==> src/rtl/lifo_pkg.sv <==
package lifo_pkg;
   typedef enum logic [1:0] {
      OP_IDLE = 2'd0,
      OP_PUSH = 2'd1,
      OP_POP  = 2'd2,
      OP_BAD  = 2'd3
   } lifo_op_e;
endpackage

==> src/rtl/lifo_decode.sv <==
module lifo_decode
   import lifo_pkg::*;
(
   input  logic     push_req,
   input  logic     pop_req,
   input  logic     full,
   input  logic     empty,
   output lifo_op_e op
);
   always_comb begin
      op = OP_IDLE;
      if (push_req && pop_req)  op = OP_BAD;
      else if (push_req)        op = full  ? OP_BAD : OP_PUSH;
      else if (pop_req)         op = empty ? OP_BAD : OP_POP;
   end
endmodule

==> src/rtl/lifo_ptr.sv <==
module lifo_ptr
   import lifo_pkg::*;
#(
   parameter int AW = 6
) (
   input  logic          clk,
   input  logic          rst_n,
   input  lifo_op_e      op,
   output logic [AW-1:0] sp,
   output logic [AW-1:0] sp_inc,
   output logic          full,
   output logic          empty
);
   logic [AW-1:0] sp_dec;

   assign sp_inc = sp + 1'b1;
   assign sp_dec = sp - 1'b1;

   always_ff @(posedge clk) begin
      if (!rst_n) begin
         sp    <= '0;
         full  <= 1'b0;
         empty <= 1'b1;
      end else begin
         case (op)
            OP_PUSH: begin
               sp    <= sp_inc;
               full  <= (sp_inc == '0);
               empty <= 1'b0;
            end
            OP_POP: begin
               sp    <= sp_dec;
               empty <= (sp_dec == '0);
               full  <= 1'b0;
            end
            default: ;
         endcase
      end
   end

   p_full_at_wrap_r3: assert property (@(posedge clk) disable iff (!rst_n)
      full |-> (sp == '0));
   p_empty_at_zero_r5: assert property (@(posedge clk) disable iff (!rst_n)
      empty |-> (sp == '0));
   p_bad_keeps_sp_r6: assert property (@(posedge clk) disable iff (!rst_n)
      (op == OP_BAD) |=> $stable(sp));
endmodule

==> src/rtl/lifo_regfile.sv <==
module lifo_regfile #(
   parameter int DW          = 8,
   parameter int AW          = 6,
   parameter bit RESET_WORDS = 1'b0
) (
   input  logic          clk,
   input  logic          rst_n,
   input  logic          we,
   input  logic [AW-1:0] waddr,
   input  logic [DW-1:0] wdata,
   input  logic [AW-1:0] raddr,
   output logic [DW-1:0] rdata
);
   localparam int DEPTH = 1 << AW;

   logic [DW-1:0] words [DEPTH];

   for (genvar i = 0; i < DEPTH; i++) begin : g_word
      if (RESET_WORDS) begin : g_rst
         always_ff @(posedge clk) begin
            if (!rst_n)                                 words[i] <= '0;
            else if (we && (waddr == AW'(i)))           words[i] <= wdata;
         end
      end else begin : g_norst
         always_ff @(posedge clk) begin
            if (we && (waddr == AW'(i)))                words[i] <= wdata;
         end
      end
   end

   assign rdata = words[raddr];

   p_write_lands_r2: assert property (@(posedge clk) disable iff (!rst_n)
      we |=> (words[$past(waddr)] == $past(wdata)));
endmodule

==> src/rtl/regstack_lifo.sv <==
module regstack_lifo
   import lifo_pkg::*;
#(
   parameter int DW          = 8,
   parameter int AW          = 6,
   parameter bit RESET_WORDS = 1'b0
) (
   input  logic          clk,
   input  logic          rst_n,
   input  logic          push_req,
   input  logic          pop_req,
   input  logic          load_req,
   input  logic [DW-1:0] data_in,
   output logic [DW-1:0] data_reg,
   output logic          full,
   output logic          empty,
   output logic          err
);
   localparam int DEPTH = 1 << AW;

   if (AW < 1 || AW > 10) begin : g_bad_aw
      $error("regstack_lifo: AW out of range 1..10");
   end
   if (DW < 1) begin : g_bad_dw
      $error("regstack_lifo: DW must be at least 1");
   end

   lifo_op_e      op;
   logic [AW-1:0] sp;
   logic [AW-1:0] sp_inc;
   logic [DW-1:0] top_word;

   lifo_decode u_dec (
      .push_req (push_req),
      .pop_req  (pop_req),
      .full     (full),
      .empty    (empty),
      .op       (op)
   );

   lifo_ptr #(.AW(AW)) u_ptr (
      .clk    (clk),
      .rst_n  (rst_n),
      .op     (op),
      .sp     (sp),
      .sp_inc (sp_inc),
      .full   (full),
      .empty  (empty)
   );

   lifo_regfile #(.DW(DW), .AW(AW), .RESET_WORDS(RESET_WORDS)) u_mem (
      .clk   (clk),
      .rst_n (rst_n),
      .we    (op == OP_PUSH),
      .waddr (sp_inc),
      .wdata (data_reg),
      .raddr (sp),
      .rdata (top_word)
   );

   always_ff @(posedge clk) begin
      if (!rst_n) begin
         data_reg <= '0;
         err      <= 1'b0;
      end else begin
         err <= (op == OP_BAD);
         if (op == OP_POP)                      data_reg <= top_word;
         else if (load_req && op != OP_BAD)     data_reg <= data_in;
      end
   end

   p_flags_excl_r3: assert property (@(posedge clk) disable iff (!rst_n)
      !(full && empty));
   p_push_clears_empty_r2: assert property (@(posedge clk) disable iff (!rst_n)
      (push_req && !pop_req && !full) |=> !empty);
   p_pop_clears_full_r5: assert property (@(posedge clk) disable iff (!rst_n)
      (pop_req && !push_req && !empty) |=> !full);
   p_push_on_full_r6: assert property (@(posedge clk) disable iff (!rst_n)
      (push_req && !pop_req && full) |=> (err && full && $stable(data_reg)));
   p_pop_on_empty_r7: assert property (@(posedge clk) disable iff (!rst_n)
      (pop_req && !push_req && empty) |=> (err && empty && $stable(data_reg)));
   p_both_req_r8: assert property (@(posedge clk) disable iff (!rst_n)
      (push_req && pop_req) |=> (err && $stable(data_reg) && $stable(full) && $stable(empty)));
   p_load_r9: assert property (@(posedge clk) disable iff (!rst_n)
      (load_req && !push_req && !pop_req) |=> (data_reg == $past(data_in)));
   p_err_pulse_r10: assert property (@(posedge clk) disable iff (!rst_n)
      (!(push_req && pop_req) && !(push_req && full) && !(pop_req && empty)) |=> !err);
   p_depth_r3: assert property (@(posedge clk) disable iff (!rst_n)
      $rose(full) |-> ($past(sp) == AW'(DEPTH - 1)));
endmodule

==> config.mk <==
export PLATFORM = sky130hd
export DESIGN_NAME = regstack_lifo
export DESIGN_NICKNAME = d
export VERILOG_FILES = /design/src/rtl/lifo_pkg.sv /design/src/rtl/lifo_decode.sv /design/src/rtl/lifo_ptr.sv /design/src/rtl/lifo_regfile.sv /design/src/rtl/regstack_lifo.sv
export SDC_FILE = /design/constraint.sdc
export NUM_CORES = 1
export LEC_CHECK = 0
export BUFFER_PORTS_ARGS = -buffer_cell sky130_fd_sc_hd__buf_2
export CAP_MARGIN = 20
export CORE_UTILIZATION = 57
export DETAILED_ROUTE_END_ITERATION = 7
export PLACE_DENSITY = 0.83
export SKIP_CTS_REPAIR_TIMING = 1
export SLEW_MARGIN = 10
export SYNTH_ARGS = -nofsm -noshare
export SYNTH_HDL_FRONTEND = slang
export SYNTH_SLANG_ARGS = --single-unit
==> constraint.sdc <==
create_clock -name clk -period 4 [get_ports clk]
set_clock_uncertainty 0.1 [all_clocks]
set_input_delay 0.2 -clock clk [delete_from_list [all_inputs] [get_ports clk]]
set_output_delay 0.2 -clock clk [all_outputs]
set_load 0.005 [all_outputs]
==> reports/results.txt, run 1 <==
outcome - finished with violations
failing checks - design-rule violations, negative hold slack
worst r2r src - u_ptr.empty
syn nets - 1128
Final Cycle Share - 0.8476
router iterations before antenna repair - 8
Root Buffer Master - clkbuf_16
via/cell ratio - 6.868
Post-synth EDFFs - 512
worst-path fanout max - 17
Port Buf Inserts - 23
Detail Route Antenna Nets - 0
setup_tns - 0 ns
hold slack - -0.04357 ns
max FFs per register - 512
share of cells above drive strength 1 - 0.2550
CTS sink cnt - 535
Die Wd - 195.7 µm
fin cells - 1676
Max H-tree Level - 2
Final Wtd Congestion - 0.9470
max cap viols - 0
worst relative slew slack - 0.2808
worst hold start - data_in[1]
RSZ-0062 raised after global routing - false
Max VDD drop - 379.4 µV
first-pass GRT wire length - 74.81 mm
most frequent cells in the layout - 512 x edfxtp_1, 108 x mux4_2, 65 x nor2_1
Die Area - 38290 µm²
vias in the first global route - 11370
syn avg cell area - 19.35 µm²
Via Count - 11510
worst slew pin tran - 1.079 ns
Mapped Cells - 1105
DRT iter0 DRCs - 1941
post-layout min period - 3.390 ns
Warnings, synthesis - 0
GRT met3 Usage - 0.06189
crit end category - register
Final Util - 0.6519
Fin. Hold Viols - 1
Num CTS Buffers - 50
placed inst area - 22150 µm²
total core area - 36790 µm²
initial antenna violation count - 1
starting density of the core - 0.5813
antenna cells - 0
met1 usage - 0.3848
critical path class - reg2reg
Final setup viols - 0
R2R setup slack - 0.61 ns
Synth Cell Area - 21380 µm²
GR peak layer - met2
Worst Hold Class - in2reg
sequential fraction of the synthesis area - 0.7405
crit path from - u_ptr.empty
Design Area, Final - 23980 µm²
final wirelength - 50.53 mm
Top Ports - 24
Placed Cells - 1578
Core Rows - 70
met2 usage - 0.4181
Fillers - 2320
area of the multi-input gates - 5205 µm²
gr ovfl total - 0
asr flop ratio synth - 0
most common cell after layout, fill and taps aside - edfxtp_1
worst-case clock buffer depth - 3
wire per inst - 30.15 µm
share of Yosys cell area claimed by the top area cell type - 0.7190
Post-DP HPWL - 30.62 mm
leading register cell type out of synthesis - edfxtp_1
pwr/cell area - 529.3 nW/µm²
global-route usage over all layers - 0.2723
register area - 15860 µm²
CTS tree - built
maximum clock rate - 294.9 MHz
Clock transition at path regs - 0.07 ns
# DRC - 2
count of cell types in the netlist - 54
final net count - 1189
top post-synthesis cells by area - edfxtp_1 72%, mux4_2 11%, dfxtp_1 2.2%, mux2_2 1.4%, mux2i_1 1.4%
P_leak - 7.577 nW
Setup crit start kind - register
Seq cells post-synth - 535
area leader, netlist - edfxtp_1
Die H - 195.7 µm
required time worst endpoint - 4.42 ns
max-slew violations - 0
Worst-Skew Late Latency - 0.58 ns
largest net degree at the start of global routing - 68
P&R area growth vs syn - 12.14%
CP arrival - 3.81 ns
## Yosys cell counts, types with 3 or more instances
cell,n
a2111oi_0,3
a211oi_1,22
a21o_1,4
a21oi_1,10
a221o_1,4
a22o_1,4
a31oi_1,4
buf_1,5
buf_2,12
buf_4,9
buf_6,4
clkbuf_1,30
dfxtp_1,23
edfxtp_1,512
ha_1,10
inv_1,6
mux2_2,27
mux2i_1,30
mux4_1,7
mux4_2,108
nand2_1,23
nand2b_1,9
nand3_1,22
nand3b_1,4
nor2_1,65
nor2b_1,15
nor3_1,21
nor3b_1,4
o21ai_0,20
o221a_2,3
o22a_1,4
o22ai_1,25
o311ai_1,4
o31ai_1,9
o41ai_1,4
or2_2,6
or3_1,6
xnor2_1,3
xor2_1,3
## final timing paths
check / cells past startpoint / endpoint
hold / removal: 3 / data_reg[1]
setup / recovery: 8 / data_reg[2]
hold reg to reg: 2 / u_ptr.full
setup reg to reg: 8 / data_reg[2]
## power breakdown
group          switching (mW)  total [mW]  internal (mW)
registers               0.223        6.54           6.32
clock network            2.04        5.07           3.03
logic                   0.624        1.08          0.458
total                    2.88        12.7           9.81
## kinds of logic after synthesis
logic type	synth area share
compound gates	0.04102
xor+xnor	0.002458
buf+inv	0.01638
simple gates	0.04318
mux	0.1506
fa+ha+maj	0.005851
flops	0.7405
## stage by stage
stage | power, mW | worst slack, ns | hold slack, ns
floorplan | 7.299 | 1.530 | 0.3292
global placement | 7.670 | 0.8582 | 0.4116
detailed placement | 7.708 | 0.7620 | 0.4265
CTS | 12.70 | 0.7621 | -0.08589
global route | 13.01 | 0.4579 | 0.006134
finish | 12.69 | 0.6095 | -0.04357
## metal layers
| metal | share of wire | routed length (µm) |
|---|---|---|
| met1 | 0.38 | 18990 |
| met2 | 0.47 | 23550 |
| met3 | 0.11 | 5749 |
| met4 | 0.044 | 2219 |
| met5 | 0.00026 | 13 |
## critical path, stage by stage (launching register included)
cell	delay, ns
dfxtp_1	0.36
a21o_1	0.23
inv_1	0.09
ha_1	0.66
inv_2	0.26
nor3_1	0.50
o31ai_1	0.16
a2111oi_0	0.75
a221o_1	0.20
## layout make-up
class,count,share of cell area
well taps,468,0.02442
flip-flops and latches,535,0.6613
multi-input cells,502,0.2171
inverters,7,0.001096
repair buffers,70,0.02207
clock inverters,27,0.01450
clock buffers,67,0.05958
(Power assumes the default switching activity.)
==> run 2: changes to the inputs <==
Settings changed: ABC_AREA from default to 1.
Clock period 4 ns to 3.4 ns, I/O delays scaled along.
==> reports/results.txt, run 2 <==
max FFs per register - 512 (unchanged)
Num CTS Buffers - 50 (unchanged)
Via Count - 15140 (+32%)
router iterations before antenna repair - 7 (-1)
RSZ-0062 raised after global routing - false
Final Cycle Share - 0.8518 (+0.004175)
pwr/cell area - 618.6 nW/µm² (+17%)
most frequent cells in the layout - 656 x nand2_1, 512 x edfxtp_1, 454 x nand3_1
Placed Cells - 2383 (+51%)
largest family of logic cells by synthesized area - simple AND/OR/NAND/NOR gates
Worst-Skew Late Latency - 0.58 ns (about the same)
Mapped Cells - 1940 (+76%)
count leader, synth - nand2_1
share of Yosys cell area claimed by the top area cell type - 0.6898 (-0.02922)
leading register cell type out of synthesis - edfxtp_1
top post-synthesis cells by area - edfxtp_1 69%, nand2_1 11%, nand3_1 10%, dfxtp_1 2.1%, nor2_1 1.3%
R2R cell count - 6 (-2)
Design Area, Final - 24230 µm² (+1.0%)
placed inst area - 22560 µm² (+1.8%)
wire per inst - 21.95 µm (-27%)
mux cell area share after synthesis - 0 (-0.1506)
Setup crit start kind - register
Core Rows - 72 (+2.9%)
Final setup viols - 0 (unchanged)
Port Buf Inserts - 23 (unchanged)
CP arrival - 3.00 ns (-0.81 ns)
Final Wtd Congestion - 0.9103 (-3.9%)
Post-Synth Adder-Cell Area - 0.005613 (-0.0002378)
maximum clock rate - 345.3 MHz (+17%)
final net count - 1949 (+64%)
Max VDD drop - 454.0 µV (+20%)
count of cell types in the netlist - 29 (-46%)
Worst Hold Path Cells - 5 (+2)
Warnings, synthesis - 0 (unchanged)
worst-path fanout max - 8 (-9)
fin cells - 2482 (+48%)
max cap viols - 0 (unchanged)
gr ovfl total - 0 (unchanged)
post-layout min period - 2.896 ns (-0.4944 ns)
crit end category - register
Die Wd - 199.8 µm (+2.1%)
total core area - 38650 µm² (+5.1%)
outcome - finished, final reports clean
syn avg cell area - 11.49 µm² (-41%)
simple logic cell fraction of the synthesized area - 0.2294 (+0.1862)
Die H - 199.8 µm (+2.1%)
initial antenna violation count - 0 (-1)
Post-synth EDFFs - 512 (unchanged)
Worst Hold Class - in2reg
Post-DP HPWL - 31.41 mm (+2.6%)
Seq cells post-synth - 535 (unchanged)
antenna cells - 0 (unchanged)
sequential fraction of the synthesis area - 0.7104 (-0.03009)
worst hold start - load_req
required time worst endpoint - 3.51 ns (-0.91 ns)
Detail Route Antenna Nets - 0 (unchanged)
Die Area - 39900 µm² (+4.2%)
Top Ports - 24 (unchanged)
worst-case clock buffer depth - 3 (unchanged)
xor and xnor area share after synthesis - 0.003873 (+0.001416)
area leader, netlist - edfxtp_1
final wirelength - 54.48 mm (+7.8%)
CTS sink cnt - 535 (unchanged)
worst r2r src - u_ptr.sp[0]
global-route usage over all layers - 0.2791 (+0.006829)
top post-synthesis cells by count - 656 x nand2_1, 512 x edfxtp_1, 454 x nand3_1
starting density of the core - 0.5768 (-0.004565)
most common cell after layout, fill and taps aside - nand2_1
largest net degree at the start of global routing - 257 (+280%)
vias in the first global route - 14680 (+29%)
Clock transition at path regs - 0.06 ns (about the same)
Fin. Hold Viols - 0 (-1)
CTS tree - built
R2R setup slack - 0.50 ns (-0.11 ns)
Root Buffer Master - clkbuf_16
Max H-tree Level - 2 (unchanged)
P&R area growth vs syn - 8.684%
first-pass GRT wire length - 83.15 mm (+11%)
via/cell ratio - 6.099 (-11%)
critical path class - reg2reg
Synth Cell Area - 22290 µm² (+4.2%)
Worst Hold Path EP - data_reg[5]
worst relative slew slack - 0.2337 (-0.04712)
Fillers - 2750 (+19%)
worst slew pin tran - 1.149 ns (+0.07068 ns)
P_leak - 8.783 nW (+16%)
FF-to-FF End - u_mem.words[62][2]
share of cells above drive strength 1 - 0.06874 (-0.1862)
syn nets - 1963 (+74%)
DRT iter0 DRCs - 2151 (+11%)
# DRC - 0 (-2)
setup_tns - 0 ns (unchanged)
asr flop ratio synth - 0 (unchanged)
compound-cell area share of the yosys netlist - 0.009037 (-0.03198)
max-slew violations - 0 (unchanged)
run 2: report_power, final:
group          internal (mW)  switching (mW)
sequential              7.37           0.178
clock                   3.13            2.31
combinational          0.545            1.46
run 2: metal layers:
| metal | vias to the layer above | global-route usage | share of wire |
|---|---|---|---|
| met5 | - | 0 | 0 |
| met4 | 0 | 0.1137 | 0.039 |
| met3 | 170 | 0.04973 | 0.11 |
| met2 | 1004 | 0.4437 | 0.48 |
| met1 | 7238 | 0.3842 | 0.38 |
| li1 | 6725 | - | - |
run 2: final cells by class:
class                           instances  area [µm²]  area share
Sequential cell                       535       15860      0.6547
Multi-Input combinational cell       1255        5525      0.2281
Clock buffer                           74        1435     0.05924
Tap cell                              518       648.1     0.02675
Timing Repair Buffer                   53       488.0     0.02014
Clock inverter                         16       143.9    0.005939
Inverter                               31       123.9    0.005113
run 2: cells by family after synthesis:
kind of cell	Yosys count
simple gates	1200
compound gates	36
flops	535
buf+inv	150
xor+xnor	9
fa+ha+maj	10
run 2: per-stage QoR:
step	hold slack [ns]	setup slack [ns]	util	power [mW]
floorplan	0.1635	1.136	-	9.006
global placement	0.3650	0.6953	0.5837	9.532
finish	0.0001942	0.5039	0.6268	14.99
global route	0.04573	0.3402	0.6268	15.42
CTS	-0.2135	0.5705	0.6245	14.93
detailed placement	0.3696	0.6844	0.5837	9.589
run 2: worst max-delay path by stage:
stage,startpoint,end,slack (ns),depth (start not counted)
finish,u_ptr.sp[0],u_mem.words[62][2],0.50,6
global route,u_ptr.sp[0],u_mem.words[15][2],0.34,6
CTS,u_ptr.sp[0],u_mem.words[62][1],0.57,6
detailed placement,u_ptr.sp[1],u_mem.words[62][2],0.68,6
global placement,u_ptr.sp[1],u_mem.words[62][7],0.70,6
floorplan,u_ptr.sp[0],u_mem.words[0][0],1.14,8
run 2: worst max-delay path: stages, from the launching register on:
cell and delay [ns]:
dfxtp_1 0.45, ha_1 0.24, xor2_1 0.22, inv_1 0.11, nor2_1 0.39, nand2_1 0.34
nor2_1 0.68
